$ cat config.mk
export PLATFORM = sky130hd
export DESIGN_NAME = sysport_bank
export DESIGN_NICKNAME = d
export VERILOG_FILES = /design/src/rtl/sysport_pkg.sv /design/src/rtl/sysport_decode.sv /design/src/rtl/sysport_regs.sv /design/src/rtl/sysport_rdpath.sv /design/src/rtl/sysport_bank.sv
export SDC_FILE = /design/constraint.sdc
export NUM_CORES = 1
export LEC_CHECK = 0
export BUFFER_PORTS_ARGS = -buffer_cell sky130_fd_sc_hd__buf_2
export CAP_MARGIN = 10
export CORE_MARGIN = 2
export CORE_UTILIZATION = 53
export CTS_BUF_LIST = sky130_fd_sc_hd__clkbuf_8
export DETAILED_ROUTE_END_ITERATION = 8
export GPL_TIMING_DRIVEN = 0
export PLACE_DENSITY = 0.88
export SLEW_MARGIN = 25
export SYNTH_ARGS = -nofsm -noshare
export SYNTH_HDL_FRONTEND = slang
export SYNTH_HIERARCHICAL = 1
export SYNTH_SLANG_ARGS = --single-unit
export TNS_END_PERCENT = 50
$ cat constraint.sdc
create_clock -name clk -period 5.6 [get_ports clk]
set_input_delay 1.12 -clock clk [delete_from_list [all_inputs] [get_ports clk]]
set_output_delay 1.12 -clock clk [all_outputs]
set_load 0.01 [all_outputs]
$ cat src/rtl/sysport_pkg.sv
package sysport_pkg;

    localparam int unsigned PORT_AW = 16;
    localparam int unsigned BYTE_W  = 8;

    // decoded port addresses
    localparam logic [PORT_AW-1:0] A_SPECIAL   = 16'h0092;
    localparam logic [PORT_AW-1:0] A_DISKLIGHT = 16'h0808;
    localparam logic [PORT_AW-1:0] A_EQUIP     = 16'h080C;
    localparam logic [PORT_AW-1:0] A_LOCK0     = 16'h0810;
    localparam logic [PORT_AW-1:0] A_LOCK1     = 16'h0812;
    localparam logic [PORT_AW-1:0] A_CACHEINV  = 16'h0814;
    localparam logic [PORT_AW-1:0] A_KEYLOCK   = 16'h0818;
    localparam logic [PORT_AW-1:0] A_SYSCTRL   = 16'h081C;
    localparam logic [PORT_AW-1:0] A_CACHEST   = 16'h0823;
    localparam logic [PORT_AW-1:0] A_MAPTYPE   = 16'h0850;

    // fixed read codes
    localparam logic [BYTE_W-1:0] RD_SPECIAL = 8'h40;
    localparam logic [BYTE_W-1:0] RD_EQUIP   = 8'hFC;
    localparam logic [BYTE_W-1:0] RD_KEYLOCK = 8'h00;
    localparam logic [BYTE_W-1:0] RD_CACHEST = 8'h03;
    localparam logic [BYTE_W-1:0] RD_MAPTYPE = 8'h00;
    localparam logic [BYTE_W-1:0] RD_FLOAT   = 8'hFF;

    // trigger bit positions inside write data
    localparam int unsigned BIT_SOFTRST = 7;
    localparam int unsigned BIT_LEMODE  = 6;
    localparam int unsigned BIT_IOMAP   = 7;

    localparam int unsigned N_LOCK = 2;

    typedef enum logic [3:0] {
        SEL_NONE,
        SEL_SPECIAL,
        SEL_DISKLIGHT,
        SEL_EQUIP,
        SEL_LOCK0,
        SEL_LOCK1,
        SEL_CACHEINV,
        SEL_KEYLOCK,
        SEL_SYSCTRL,
        SEL_CACHEST,
        SEL_MAPTYPE
    } port_sel_e;

    typedef struct packed {
        logic [N_LOCK-1:0] lock_flip;
        logic              ctrl_load;
        logic              set_softrst;
        logic              set_lemode;
        logic              set_iomap;
    } wr_effect_t;

    typedef struct packed {
        logic softrst;
        logic lemode;
        logic iomap;
    } req_flags_t;

    function automatic port_sel_e decode_port(input logic [PORT_AW-1:0] a);
        port_sel_e s;
        unique case (a)
            A_SPECIAL:   s = SEL_SPECIAL;
            A_DISKLIGHT: s = SEL_DISKLIGHT;
            A_EQUIP:     s = SEL_EQUIP;
            A_LOCK0:     s = SEL_LOCK0;
            A_LOCK1:     s = SEL_LOCK1;
            A_CACHEINV:  s = SEL_CACHEINV;
            A_KEYLOCK:   s = SEL_KEYLOCK;
            A_SYSCTRL:   s = SEL_SYSCTRL;
            A_CACHEST:   s = SEL_CACHEST;
            A_MAPTYPE:   s = SEL_MAPTYPE;
            default:     s = SEL_NONE;
        endcase
        return s;
    endfunction

    function automatic logic [BYTE_W-1:0] read_value(input port_sel_e s,
                                                     input logic [BYTE_W-1:0] ctrl);
        logic [BYTE_W-1:0] v;
        case (s)
            SEL_SPECIAL: v = RD_SPECIAL;
            SEL_EQUIP:   v = RD_EQUIP;
            SEL_KEYLOCK: v = RD_KEYLOCK;
            SEL_SYSCTRL: v = ctrl;
            SEL_CACHEST: v = RD_CACHEST;
            SEL_MAPTYPE: v = RD_MAPTYPE;
            default:     v = RD_FLOAT;
        endcase
        return v;
    endfunction

endpackage

$ cat src/rtl/sysport_decode.sv
module sysport_decode
    import sysport_pkg::*;
#(
    parameter int unsigned ADDR_W = PORT_AW,
    parameter int unsigned DATA_W = BYTE_W
) (
    input  logic [ADDR_W-1:0] addr,
    input  logic [DATA_W-1:0] wdata,
    input  logic              wr_en,
    output port_sel_e         sel,
    output wr_effect_t        eff
);
    localparam int unsigned CMP_W = (ADDR_W > PORT_AW) ? ADDR_W : PORT_AW;

    logic [CMP_W-1:0] addr_ext;
    logic             high_clear;

    always_comb begin
        addr_ext   = CMP_W'(addr);
        high_clear = (addr_ext >> PORT_AW) == '0;
        sel        = high_clear ? decode_port(addr_ext[PORT_AW-1:0]) : SEL_NONE;
    end

    logic [N_LOCK-1:0] lock_hit;
    assign lock_hit[0] = (sel == SEL_LOCK0);
    assign lock_hit[1] = (sel == SEL_LOCK1);

    always_comb begin
        eff             = '0;
        eff.lock_flip   = wr_en ? lock_hit : '0;
        eff.ctrl_load   = wr_en && (sel == SEL_SYSCTRL);
        eff.set_softrst = wr_en && (sel == SEL_SPECIAL) && wdata[BIT_SOFTRST];
        eff.set_lemode  = wr_en && (sel == SEL_SPECIAL) && wdata[BIT_LEMODE];
        eff.set_iomap   = wr_en && (sel == SEL_MAPTYPE) && wdata[BIT_IOMAP];
    end
endmodule

$ cat src/rtl/sysport_regs.sv
module sysport_regs
    import sysport_pkg::*;
#(
    parameter int unsigned DATA_W = BYTE_W
) (
    input  logic              clk,
    input  logic              rst,
    input  wr_effect_t        eff,
    input  logic [DATA_W-1:0] wdata,
    output logic [DATA_W-1:0] ctrl_q,
    output logic [N_LOCK-1:0] lock_q,
    output req_flags_t        req_q
);
    always_ff @(posedge clk) begin
        if (rst) begin
            ctrl_q <= '0;
        end else if (eff.ctrl_load) begin
            ctrl_q <= wdata;
        end
    end

    for (genvar g = 0; g < N_LOCK; g++) begin : g_lock
        always_ff @(posedge clk) begin
            if (rst) begin
                lock_q[g] <= 1'b0;
            end else if (eff.lock_flip[g]) begin
                lock_q[g] <= ~lock_q[g];
            end
        end
    end

    always_ff @(posedge clk) begin
        if (rst) begin
            req_q <= '0;
        end else begin
            req_q.softrst <= req_q.softrst | eff.set_softrst;
            req_q.lemode  <= req_q.lemode  | eff.set_lemode;
            req_q.iomap   <= req_q.iomap   | eff.set_iomap;
        end
    end
endmodule

$ cat src/rtl/sysport_rdpath.sv
module sysport_rdpath
    import sysport_pkg::*;
#(
    parameter int unsigned DATA_W = BYTE_W
) (
    input  logic              clk,
    input  logic              rst,
    input  logic              rd_en,
    input  port_sel_e         sel,
    input  logic [DATA_W-1:0] ctrl_q,
    output logic [DATA_W-1:0] rdata
);
    logic [DATA_W-1:0] rd_next;

    always_comb begin
        rd_next = DATA_W'(read_value(sel, BYTE_W'(ctrl_q)));
    end

    always_ff @(posedge clk) begin
        if (rst) begin
            rdata <= '0;
        end else if (rd_en) begin
            rdata <= rd_next;
        end
    end
endmodule

$ cat src/rtl/sysport_bank.sv
module sysport_bank
    import sysport_pkg::*;
#(
    parameter int unsigned ADDR_W = PORT_AW,
    parameter int unsigned DATA_W = BYTE_W
) (
    input  logic              clk,
    input  logic              rst,
    input  logic [ADDR_W-1:0] addr,
    input  logic [DATA_W-1:0] wdata,
    input  logic              wr_en,
    input  logic              rd_en,
    output logic [DATA_W-1:0] rdata,
    output logic [DATA_W-1:0] ctrl_byte,
    output logic [N_LOCK-1:0] lock,
    output logic              req_soft_reset,
    output logic              req_le_mode,
    output logic              req_io_map
);
    port_sel_e  sel;
    wr_effect_t eff;
    req_flags_t req_q;

    sysport_decode #(.ADDR_W(ADDR_W), .DATA_W(DATA_W)) u_dec (
        .addr  (addr),
        .wdata (wdata),
        .wr_en (wr_en),
        .sel   (sel),
        .eff   (eff)
    );

    sysport_regs #(.DATA_W(DATA_W)) u_regs (
        .clk    (clk),
        .rst    (rst),
        .eff    (eff),
        .wdata  (wdata),
        .ctrl_q (ctrl_byte),
        .lock_q (lock),
        .req_q  (req_q)
    );

    sysport_rdpath #(.DATA_W(DATA_W)) u_rd (
        .clk    (clk),
        .rst    (rst),
        .rd_en  (rd_en),
        .sel    (sel),
        .ctrl_q (ctrl_byte),
        .rdata  (rdata)
    );

    assign req_soft_reset = req_q.softrst;
    assign req_le_mode    = req_q.lemode;
    assign req_io_map     = req_q.iomap;
endmodule

### Yosys cells after proc, flatten, opt, wreduce, memory -nomap -nowiden

Cells that the tools add are included.

| word-level totals | value |
|---|---|
| flip-flop bits (word level) | 21 |
| latch bits | 0 |
| memory bits (writable) | 0 |
| bits in read-only memories | 0 |
| input port bits | 28 |
| output and inout bits | 21 |
| word-level logic and storage cells | 40 |
| memories | 0 |

| cells by class | value |
|---|---|
| add/sub/neg operators | 0 |
| $mul | 0 |
| divide/modulo/power cells | 0 |
| $lt $le $gt $ge | 0 |
| equality and inequality tests | 18 |
| shift operators | 0 |
| muxes and demuxes | 3 |
| bitwise gates (word level) | 5 |
| reduce and logical (&&, ||, !) cells | 7 |

Operator list:

| kind | number |
|---|---|
| $eq A16 B12 Y1 const B | 9 |
| $pmux W4 S10 | 1 |
| $pmux W8 S5 | 1 |
| $eq A16 B8 Y1 const B | 1 |
| $eq A4 B3 Y1 const B | 3 |
| $eq A4 B4 Y1 const B | 3 |
| $logic_and A1 B1 Y1 | 6 |
| $eq A4 B1 Y1 const B | 1 |
| $eq A4 B2 Y1 const B | 1 |
| $or A1 B1 Y1 | 3 |
| $mux W2 | 1 |
| $not A1 Y1 | 2 |
| $reduce_or A2 Y1 | 1 |

### Longest topological paths before layout

| logic depth | value |
|---|---|
| word-level depth | 6 |
| depth in mapped cells | 9 |
| mapped depth without buffers | 8 |

### By module

The synthesis kept the hierarchy.

Modules (own cells, without submodules):

| module | instances | cells each | area each (sq um) | sequential area each (sq um) |
|---|---|---|---|---|
| sysport_regs | 1 | 41 | 434.2 | 260.2 |
| sysport_rdpath | 1 | 50 | 426.7 | 160.2 |
| sysport_decode | 1 | 44 | 295.3 | 0.0 |

### Worst setup path after synthesis

OpenSTA, ideal clock, no wires.

| timing | value |
|---|---|
| path kind | in2reg |
| from | input addr[13] |
| to | register u_rd.rdata[2] |
| library setup time | 0.091 ns |
| arrival time | 3.357 ns |
| data required time | 5.509 ns |
| slack | 2.152 ns |
| stages on the path | 6 |
| buffers on the path | 0 |
| cell sequence | or4_4 > or3_4 > o31ai_1 > nor4b_4 > a21oi_1 > a311oi_1 |

| on the way | value |
|---|---|
| longest elaborated chain between the ends | 5 |
| elaborated cells on any way between the ends | 19 |
| those cells by class | eq/ne (16); mux (2); reduce/logical (1) |

RTL lines:

| element | RTL line | text |
|---|---|---|
| from (decl) | sysport_bank.sv:9 | `input logic [ADDR_W-1:0] addr,` |
| $eq A16 B12 Y1 / $eq A16 B8 Y1 (equally long branches) | sysport_pkg.sv:63 | `unique case (a)` |
| $pmux W4 S10 * | sysport_pkg.sv:63 |  |
| named net sel[3] | sysport_bank.sv:20 | `port_sel_e sel;` |
| $eq A4 B4 Y1 / $eq A4 B3 Y1 (equally long branches) | sysport_pkg.sv:82 | `case (s)` |
| $reduce_or A2 Y1 (no source line) | n/a |  |
| $pmux W8 S5 * | sysport_pkg.sv:82 |  |
| to (signal assigned) | sysport_rdpath.sv:23 | `rdata <= rd_next;` |
| to (decl) | sysport_rdpath.sv:11 | `output logic [DATA_W-1:0] rdata` |

Mark *: on every way through the listed nets, which the timed path passes. The rest lies on a longest branch.
A chain may end at the register's enable or synchronous reset.

### Worst setup path after layout

| timing | value |
|---|---|
| from | input addr[13] |
| to | register u_rd.rdata[3] |

The elaborated chain is that of the path after synthesis.

==> flow_summary.yaml <==
run_status:
  outcome: "complete, no violations"
logic_synthesis:
  syn-num-nets: 163
  synthCells: 135
  synth-xor-area-share: 0.03030
  synth_area_leaders: "dfxtp_1 (36%), nor2_1 (9.1%), mux2i_1 (6.9%)"
  synthMuxAreaShare: 0.06926
  synth_edf_count: 0
  synth_area_um2: 1156
  ys_ff_latch: 21
  synth-compound-area-share: 0.1710
  ys_warn_count: 6
  synth_cell_types: 42
  synthArstFlopShare: 0
  synthSimpleGateAreaFrac: 0.3182
  yosys_most_used_dff: "dfxtp_1"
  synth_top_family_by_area: "simple AND/OR/NAND/NOR gates"
  synth_top_cell_by_area: "dfxtp_1"
  yosys.area_share.adder: 0
  synth_top_area_frac: 0.3636
  yosysSeqAreaShare: 0.3636
  avgSynthCellArea_um2: 8.564
timing:
  setup_viol: 0
  final_hold_viol_count: 0
  rsz0062_at_grt: "no"
  tns_ns: 0
  fmax_mhz: 281.5
  drv_slew: 0
  finalCritPeriodShare: 0.6345
  fin_crit_ns: 3.553
  worst_slew_pin_slew_ns: 0.7401
  fin_worst_skew_ns: 0.004175
  hold_slack_ns: 0.4775
  max_slew_margin: 0.5023
clocking:
  clk_root_buffer_cell: "clkbuf_8"
  htreeDepth: 1
  ctsHoldBuffers: 0
  cts_setup_buffers: 0
  numCtsBuffers: 3
  clock_sinks: 21
  clkLatencyLatePin_ns: 0.27
  cts_tree: "yes"
  clk_pin_slew_ns: 0.08
  cts_resized: 0
  cts_buffer_depth: 2
cells_and_area:
  instances_no_fill: 214
  layout-drive-gt1-share: 0.3636
  num-fill-cells: 166
  insertedDiodeCount: 0
  register_area_um2: 420.4
  layout.nets: 216
  fin_area_um2: 1476
  syn2layout_area_growth_pct: 27.71
  multi_input_area_um2: 680.7
drt:
  drcViolationCount: 0
  drt_iter0_drc: 36
  first_pass_iters: 4
  viasPerCell: 5.449
  routedWlPerCell_um: 13.16
  num_vias: 1166
  totalWireLength_um: 2817
  antenna_left: 0
worst_setup_path:
  rrSetupSlack_ns: 4.59
  crit_type: "in2reg"
  worst_setup_path_end_kind: "register"
  cp_max_fo: 7
  crit_required_ns: 5.78
  cp-start-kind: "input port"
  cp.arrival_ns: 3.73
die:
  start_util: 0.5775
  core-area_um2: 2002
  die_h_um: 50.71
  die_w_um: 50.71
  num_rows: 16
  io_pins: 49
  die_area_um2: 2571
power:
  vdd_drop_max_mv: 0.2192
  power_density_nw_per_um2: 199.7
  power_mw: 0.2949
  leakagePower_nw: 0.6269
grt:
  grt_use_total: 0.2401
  grt_first_pass_wirelength_um: 4636
  antenna_found_initial: 0
  overflow: 0
  grt_pass1_vias: 1088
  grt_max_degree: 13
job:
  maxCapViolations: 0
placed_design:
  placed_area_um2: 1430
  port-buffer-count: 48
  dp_hpwl_um: 2188
  numPlacedInstances: 210
  globalplace.congestion: 0.7942
worst_hold_path:
  hold_class: "reg2reg"
==> layout make-up <==
| class | count | area share |
|---|---|---|
| Tap cell | 27 | 0.02288 |
| Buffer | 5 | 0.02458 |
| Timing Repair Buffer | 48 | 0.1627 |
| Sequential cell | 21 | 0.2847 |
| Clock buffer | 3 | 0.02797 |
| Clock inverter | 1 | 0.003390 |
| Inverter | 5 | 0.01271 |
| Multi-Input combinational cell | 104 | 0.4610 |
==> final timing paths <==
kind	startpoint	to	cells after the start
max	addr[13]	u_rd/rdata[3]	7
min	u_regs/req_q[0]	u_regs/req_q[0]	2
max reg2reg	u_regs/ctrl_q[6]	u_rd/rdata[6]	3
min reg2reg	u_regs/req_q[0]	u_regs/req_q[0]	2
==> cell usage after synthesis, types with 2 or more instances <==
master    count
nor2_1       28
dfxtp_1      21
nand2_1       9
a21oi_1       8
mux2i_1       8
a311oi_1      6
xnor2_1       4
inv_1         3
nand2b_1      3
nand3_1       3
nor2b_1       3
nor4_1        3
or3_1         3
a211oi_1      2
buf_2         2
buf_6         2
inv_2         2
==> logic make-up (layout without fill, tap and decap cells) <==
logic type | count (synthesis) | count (layout)
muxes | 8 | 8
buffers and inverters | 10 | 62
and+or+nand+nor | 66 | 66
xor gates and xnor gates | 4 | 4
DFF | 21 | 21
AOI/OAI and AO/OA | 26 | 26
==> cells in the final DEF (no fill, tap or decap), drive strengths merged <==
cell type and instances:
nor2 29, mux2i 8, nor3b 1, nand2 9
and4 1, nor4 3, clkbuf 3, buf 53
a211oi 2, nor3 2, nand3b 1, o32ai 1
or2 1, nor4b 1, a311oi 6, clkinv 1
a21bo 1, nand4 1, a211o 1, or4b 2
nand2b 3, nor2b 3, o22ai 1, o41ai 1
o21ai 2, o31ai 1, or3 4, nand3 3
or4 2, a21oi 8, xnor2 4, dfxtp 21
o221ai 1, a31oi 1, inv 5
==> registers in the layout (all words and copies together) (netlist names) <==
signal / count
u_rd/rdata: 8
u_regs/lock_q: 2
u_regs/req_q: 3
u_regs/ctrl_q: 8
==> metal layers <==
metal | up-vias | track usage | wire length [um]
met5 | - | 0 | 0
met3 | 7 | 0.05060 | 161
met2 | 38 | 0.3925 | 1349
met4 | 0 | 0.1216 | 53
met1 | 530 | 0.2968 | 1253
li1 | 591 | - | -
==> metrics by stage <==
stage | util | worst slack (ns)
floorplan | - | 2.152
global placement | 0.7144 | 1.864
detailed placement | 0.7144 | 1.783
CTS | 0.7375 | 2.059
global route | 0.7375 | 1.853
finish | 0.7375 | 2.047
==> critical path, stage by stage <==
cell	delay, ns
buf_2	0.10
or4_4	0.52
or3_4	0.42
o31ai_1	0.67
nor4b_4	0.49
a21oi_1	0.15
a311oi_1	0.27
==> power breakdown <==
part	switching, mW	internal (mW)	total, mW
Sequential	0.00184	0.153	0.155
Clock	0.0522	0.0498	0.102
Combinational	0.0206	0.0171	0.0378
Total	0.0747	0.220	0.295
Power figures use the tool's default switching activity.
